`src/rtl/intc_pkg.sv`:
```
package intc_pkg;

  localparam int unsigned BANK_BITS = 32;

  typedef enum logic [1:0] {
    REG_STAT  = 2'd0,
    REG_SENSE = 2'd1,
    REG_MASK  = 2'd2,
    REG_NONE  = 2'd3
  } bank_reg_e;

  typedef struct packed {
    logic      hit_bank;
    logic      hit_vec;
    bank_reg_e kind;
    logic [2:0] bank;
    logic [4:0] off;
  } dec_t;

  // bank regs: 0x000 | kind<<6 | bank<<3 ; vectors: 0x1000*(bank+1) | off<<3
  function automatic dec_t decode(logic [15:0] a, int unsigned nb);
    dec_t d;
    d = '0;
    d.kind = REG_NONE;
    if (a[15:12] == 4'd0 && a[11:8] == 4'd0 && a[2:0] == 3'd0 &&
        a[7:6] != 2'd3 && {29'd0, a[5:3]} < nb) begin
      d.hit_bank = 1'b1;
      d.kind     = bank_reg_e'(a[7:6]);
      d.bank     = a[5:3];
    end else if (a[15:12] != 4'd0 && {28'd0, a[15:12]} <= nb &&
                 a[11:8] == 4'd0 && a[2:0] == 3'd0) begin
      d.hit_vec = 1'b1;
      d.bank    = a[14:12] - 3'd1;
      d.off     = a[7:3];
    end
    return d;
  endfunction

endpackage

```
`src/rtl/intc_sync.sv`:
```
module intc_sync #(
  parameter int unsigned W = 32
) (
  input  logic         clk_i,
  input  logic         rst_ni,
  input  logic [W-1:0] d_i,
  output logic [W-1:0] q_o
);
  logic [W-1:0] s1_q, s2_q;

  always_ff @(posedge clk_i or negedge rst_ni) begin
    if (!rst_ni) begin
      s1_q <= '0;
      s2_q <= '0;
    end else begin
      s1_q <= d_i;
      s2_q <= s1_q;
    end
  end

  assign q_o = s2_q;
endmodule

```
`src/rtl/intc_bank.sv`:
```
module intc_bank (
  input  logic        clk_i,
  input  logic        rst_ni,
  input  logic [31:0] lvl_i,
  input  logic [31:0] tog_i,
  input  logic        sense_we_i,
  input  logic        mask_we_i,
  input  logic [31:0] wdata_i,
  output logic [31:0] stat_o,
  output logic [31:0] sense_o,
  output logic [31:0] mask_o
);
  logic [31:0] stat_q, sense_q, mask_q, lvl_d_q;
  logic [31:0] rise, stat_edge, stat_lvl, stat_d;

  assign rise      = lvl_i & ~lvl_d_q;
  // edge: toggle by software, set by a rising edge
  assign stat_edge = (stat_q ^ tog_i) | rise;
  // level: follow input; a toggle only matters while input is low
  assign stat_lvl  = lvl_i | tog_i;
  assign stat_d    = (sense_q & stat_lvl) | (~sense_q & stat_edge);

  always_ff @(posedge clk_i or negedge rst_ni) begin
    if (!rst_ni) begin
      stat_q  <= '0;
      sense_q <= '0;
      mask_q  <= '0;
      lvl_d_q <= '0;
    end else begin
      stat_q  <= stat_d;
      lvl_d_q <= lvl_i;
      if (sense_we_i) sense_q <= wdata_i;
      if (mask_we_i)  mask_q  <= wdata_i;
    end
  end

  assign stat_o  = stat_q;
  assign sense_o = sense_q;
  assign mask_o  = mask_q;
endmodule

```
`src/rtl/intc_route.sv`:
```
module intc_route #(
  parameter int unsigned N_IRQ  = 128,
  parameter int unsigned N_TRIG = 4,
  parameter int unsigned VEC_W  = 3
) (
  input  logic              clk_i,
  input  logic              rst_ni,
  input  logic              vec_we_i,
  input  logic [7:0]        vec_idx_i,
  input  logic [VEC_W-1:0]  vec_wdata_i,
  input  logic [N_IRQ-1:0]  pend_i,
  output logic [VEC_W-1:0]  vec_rd_o,
  output logic [N_TRIG-1:0] trig_o
);
  logic [VEC_W-1:0]  vec_q [N_IRQ];
  logic [N_TRIG-1:0] trig_d, trig_q;

  for (genvar i = 0; i < N_IRQ; i++) begin : g_vec
    always_ff @(posedge clk_i or negedge rst_ni) begin
      if (!rst_ni)                              vec_q[i] <= '0;
      else if (vec_we_i && vec_idx_i == 8'(i))  vec_q[i] <= vec_wdata_i;
    end
  end

  always_comb begin
    vec_rd_o = '0;
    for (int i = 0; i < N_IRQ; i++)
      if (vec_idx_i == 8'(i)) vec_rd_o = vec_q[i];
  end

  always_comb begin
    trig_d = '0;
    for (int i = 0; i < N_IRQ; i++)
      for (int t = 0; t < N_TRIG; t++)
        if (pend_i[i] && vec_q[i] == VEC_W'(t + 1)) trig_d[t] = 1'b1;
  end

  always_ff @(posedge clk_i or negedge rst_ni) begin
    if (!rst_ni) trig_q <= '0;
    else         trig_q <= trig_d;
  end

  assign trig_o = trig_q;
endmodule

```
`src/rtl/intc_trig_ctrl.sv`:
```
module intc_trig_ctrl
  import intc_pkg::*;
#(
  parameter int unsigned NUM_BANKS = 4,
  parameter int unsigned NUM_TRIG  = 4
) (
  input  logic                          clk_i,
  input  logic                          rst_ni,
  input  logic [NUM_BANKS*BANK_BITS-1:0] irq_i,
  input  logic                          req_i,
  input  logic                          we_i,
  input  logic [15:0]                   addr_i,
  input  logic [31:0]                   wdata_i,
  output logic [31:0]                   rdata_o,
  output logic [NUM_TRIG-1:0]           trig_o
);
  localparam int unsigned N_IRQ = NUM_BANKS * BANK_BITS;
  localparam int unsigned VEC_W = $clog2(NUM_TRIG + 1);

  dec_t             dec;
  logic [N_IRQ-1:0] irq_s, stat_all, sense_all, mask_all;
  logic [VEC_W-1:0] vec_rd;
  logic [31:0]      rd_val, rdata_q;
  logic             vec_we;

  assign dec    = decode(addr_i, NUM_BANKS);
  assign vec_we = req_i && we_i && dec.hit_vec;

  intc_sync #(.W(N_IRQ)) u_sync (
    .clk_i (clk_i),
    .rst_ni(rst_ni),
    .d_i   (irq_i),
    .q_o   (irq_s)
  );

  for (genvar b = 0; b < NUM_BANKS; b++) begin : g_bank
    logic sel;
    assign sel = req_i && we_i && dec.hit_bank && (dec.bank == 3'(b));
    intc_bank u_bank (
      .clk_i     (clk_i),
      .rst_ni    (rst_ni),
      .lvl_i     (irq_s[b*BANK_BITS +: BANK_BITS]),
      .tog_i     ((sel && dec.kind == REG_STAT) ? wdata_i : 32'd0),
      .sense_we_i(sel && dec.kind == REG_SENSE),
      .mask_we_i (sel && dec.kind == REG_MASK),
      .wdata_i   (wdata_i),
      .stat_o    (stat_all[b*BANK_BITS +: BANK_BITS]),
      .sense_o   (sense_all[b*BANK_BITS +: BANK_BITS]),
      .mask_o    (mask_all[b*BANK_BITS +: BANK_BITS])
    );
  end

  intc_route #(.N_IRQ(N_IRQ), .N_TRIG(NUM_TRIG), .VEC_W(VEC_W)) u_route (
    .clk_i      (clk_i),
    .rst_ni     (rst_ni),
    .vec_we_i   (vec_we),
    .vec_idx_i  ({dec.bank, dec.off}),
    .vec_wdata_i(wdata_i[VEC_W-1:0]),
    .pend_i     (stat_all & mask_all),
    .vec_rd_o   (vec_rd),
    .trig_o     (trig_o)
  );

  always_comb begin
    rd_val = '0;
    if (dec.hit_bank) begin
      for (int b = 0; b < NUM_BANKS; b++) begin
        if (dec.bank == 3'(b)) begin
          case (dec.kind)
            REG_STAT:  rd_val = stat_all[b*BANK_BITS +: BANK_BITS];
            REG_SENSE: rd_val = sense_all[b*BANK_BITS +: BANK_BITS];
            REG_MASK:  rd_val = mask_all[b*BANK_BITS +: BANK_BITS];
            default:   rd_val = '0;
          endcase
        end
      end
    end else if (dec.hit_vec) begin
      rd_val = 32'(vec_rd);
    end
  end

  always_ff @(posedge clk_i or negedge rst_ni) begin
    if (!rst_ni) rdata_q <= '0;
    else         rdata_q <= (req_i && !we_i) ? rd_val : 32'd0;
  end

  assign rdata_o = rdata_q;
endmodule

```
`config.mk`:
```
export PLATFORM = sky130hd
export DESIGN_NAME = intc_trig_ctrl
export DESIGN_NICKNAME = d
export VERILOG_FILES = /design/src/rtl/intc_pkg.sv /design/src/rtl/intc_sync.sv /design/src/rtl/intc_bank.sv /design/src/rtl/intc_route.sv /design/src/rtl/intc_trig_ctrl.sv
export SDC_FILE = /design/constraint.sdc
export NUM_CORES = 2
export LEC_CHECK = 0
export ABC_AREA = 1
export BUFFER_PORTS_ARGS = -buffer_cell sky130_fd_sc_hd__buf_4
export CAP_MARGIN = 25
export CORE_MARGIN = 5
export CORE_UTILIZATION = 35
export CTS_BUF_LIST = sky130_fd_sc_hd__clkbuf_16
export DETAILED_ROUTE_END_ITERATION = 8
export PLACE_DENSITY_LB_ADDON = 0.3
export SYNTH_ARGS = -nofsm -noshare
export SYNTH_HDL_FRONTEND = slang
export SYNTH_SLANG_ARGS = --single-unit
```
`constraint.sdc`:
```
create_clock -name clk_i -period 6.45 [get_ports clk_i]
set_input_delay 0.645 -clock clk_i [delete_from_list [all_inputs] [get_ports clk_i]]
set_output_delay 0.645 -clock clk_i [all_outputs]
set_load 0.05 [all_outputs]
```
==> reports/qor.txt <==
CP top delay family = simple AND/OR/NAND/NOR gates
Post-route ant nets = 0
Critical path class = input pin to flip-flop
Asr flop ratio synth = 100%
Slowest cell on crit path = o211ai_1
Largest net degree at the start of global routing = 171
H-tree depth = 4
Synth Flop Type = dfrtp_1
WL met2 = 117,000 µm
Die ar. = 166,000 µm²
Post-synthesis average cell area = 8.24 µm²
DR vias/cell = 5.64
Top Layer Used = met5
Sequential fraction of the synthesis area = 53.7%
PwrDens = 232 nW/µm²
WL met3 = 24,000 µm
Cell count after synthesis = 6,719
Met1 Wirelength = 116,000 µm
Post-Synthesis Net Count = 6,900
Final Skew = 0.0302 ns
Status = finished with violations
Crit end category = flip-flop
Tot GR Track Use = 32.0%
Clock root buffer = clkbuf_16
Setup ws final = -1.82 ns
Global-route wire length before repair = 383,000 µm
CTS Buf Count = 138
DR vias = 54.6k
Synthesized area = 55,400 µm²
Port buffer count = 215
# DRC = 0
Final Hold Fails = 0
Leakage = 28.4 nW
Starting density of the core = 35.1%
Slowest stage delay, CP = 0.36 ns
MaxCap Viol Count = 0
Die W = 408 µm
CP max FO = 9
Most frequent CP cell = buf_4
Final RePlAce weighted congestion = 1.10
Final max-slew violation count = 0
Total grt overflow = 0
Initial antenna violation count = 30
CTS Sinks = 1,188
Post-route cell area = 69,500 µm²
Max-slew headroom = 14.2%
RSZ-0062 raised after global routing = yes
Yosys cell types = 40
R2R Setup Slk = -1.10 ns
WL final = 274,000 µm
Share of cells above drive strength 1 = 14.7%
Worst EP required = 7.10 ns
Number of global-route vias before repair = 51.0k
CP Launch Type = input pin
Pre-Repair DR Iteration Count = 7
Die Y = 408 µm
# IOs = 216
Post-DR wirelength/cell = 28.3 µm
# setup viols final = 3
Clock-pin slew on the worst setup and hold paths = 0.06 ns
DR iter-0 viols = 6,738
Fin nets = 7,682
Clock latency on the worst-skew pair = 0.80 ns
Worst Max-Slew Pin Slew = 1.27 ns
Fin crit share = 128%
Layout area overhead = 25.5%
Core Area = 158,000 µm²
Placed cell area = 62,800 µm²
Fmax achieved = 121 MHz
Peak supply drop = 263 µV
Core Rows = 146
Count of buffer and inverter cells on the critical path = 29
Min Hold Slack = 0.193 ns
Maximum root-to-sink buffer count = 3
Failing checks = setup timing
CP Data Arrival Time = 8.92 ns
Hold crit path type = input pin to flip-flop
CTS tree = built
Post-synthesis register bit count = 1,188
Synth Warn # = 0
Min cycle time layout = 8.27 ns
Post-DP HPWL = 207,000 µm
EDFF count, synth = 0
-- Yosys cell counts (all sizes together), types with 29 or more instances --
library cell	instances	area [µm²]
a21oi	116	581
dfrtp	1188	29700
nand2	1525	5740
o21ai	1027	5140
nor3	70	350
inv	882	3310
a221oi	29	254
clkbuf	241	905
nor2	375	1440
nor4	489	3060
a211oi	31	233
o211ai	94	706
nand3	270	1370
o22ai	109	682
a31oi	37	231
o31ai	59	443
nand4	97	613
-- repair_timing --
action | CTS | global route
pin swaps | 47 | 60
gates cloned | 1 | 0
gates resized for setup | 71 | 47
hold buffers | 129 | 0
setup buffers | 33 | 14
setup endpoints to repair | 3 | 3
endpoints found under the hold margin | 228 | 0
-- cells in the final DEF (no fill, tap or decap), types with 18 or more instances in the layout --
master            n
a211oi_1         31
a21oi_1         116
a221oi_1         29
a31oi_1          37
buf_4           713
buf_6            18
clkbuf_16       141
clkinv_1         35
clkinv_2         22
dfrtp_1        1188
dlygate4sd3_1   129
inv_1           889
nand2_1        1481
nand2_2          35
nand3_1         234
nand3_2          32
nand4_1          96
nor2_1          352
nor3_1           68
nor4_1          465
nor4_2           24
o211ai_1         94
o21ai_0        1023
o22ai_1         109
o31ai_1          59
-- power by group --
group | total [mW] | switching, mW | internal (mW)
Sequential | 7.63 | 0.0516 | 7.58
Clock | 8.00 | 3.39 | 4.61
Combinational | 0.543 | 0.371 | 0.172
-- layout make-up --
class | instances | area, µm²
fillers | 15500 | 88300
flip-flops and latches | 1188 | 29700
multi-input cells | 4386 | 22000
repair buffers | 894 | 7290
clock buffers | 141 | 3530
inverters | 893 | 3370
well taps | 2072 | 2590
clock inverters | 107 | 1040
diodes | 9 | 22.5
-- state kept, by name, summed over array words and instances (netlist names) --
register	flops
u_route.vec_q	384
g_bank.u_bank.mask_o	128
u_sync.s1_q	128
rdata_o	32
g_bank.u_bank.stat_o	128
g_bank.u_bank.lvl_d_q	128
u_sync.q_o	128
u_route.trig_o	4
g_bank.u_bank.sense_o	128
-- stage by stage --
step,setup WS (ns),power [mW],TNS [ns],std cells,utilization (%)
2_1_floorplan,-0.0303,7.87,-0.0303,6719,-
3_3_place_gp,-2.84,8.23,-8.02,9230,39.7
3_5_place_dp,-3.02,8.24,-8.48,9249,39.8
4_1_cts,-1.80,16.3,-5.04,9660,43.8
5_1_grt,-2.38,16.7,-6.88,9681,44.0
6_report,-1.82,16.2,-5.16,9690,44.1
-- kinds of logic after synthesis --
kind of cell | synth area share [%]
simple gates | 22.7
compound gates | 15.7
flops | 53.7
buf+inv | 7.81
xor+xnor | 0.0633
fa+ha+maj | 0.0226
-- worst register-to-register path: cells and delay by family (launching register included) --
kind	cells	cell delay, ns
DFF	1	0.41
buffers and inverters	3	0.48
AOI/OAI and AO/OA	1	0.06
and+or+nand+nor	81	6.48
-- worst paths after layout --
| kind | startpoint | to | depth (start not counted) |
|---|---|---|---|
| worst max-delay path | addr_i[6] | rdata_o[1] | 78 |
| worst min-delay path | wdata_i[7] | g_bank[1].u_bank.stat_o[7] | 3 |
| worst max register to register | u_route.vec_q[378] | rdata_o[0] | 85 |
| worst min register to register | u_sync.s1_q[124] | u_sync.q_o[124] | 0 |
| max in group asynchronous | rst_ni | g_bank[1].u_bank.stat_o[11] | 3 |
| min in group asynchronous | rst_ni | u_sync.s1_q[36] | 2 |
-- per-layer routing --
layer	track usage [%]	vias to the layer above
met5	0	-
met4	16.6	22
met3	7.20	607
met2	47.5	2568
met1	43.8	26900
li1	-	24500
No activity file was read; power rests on OpenSTA's default activity.
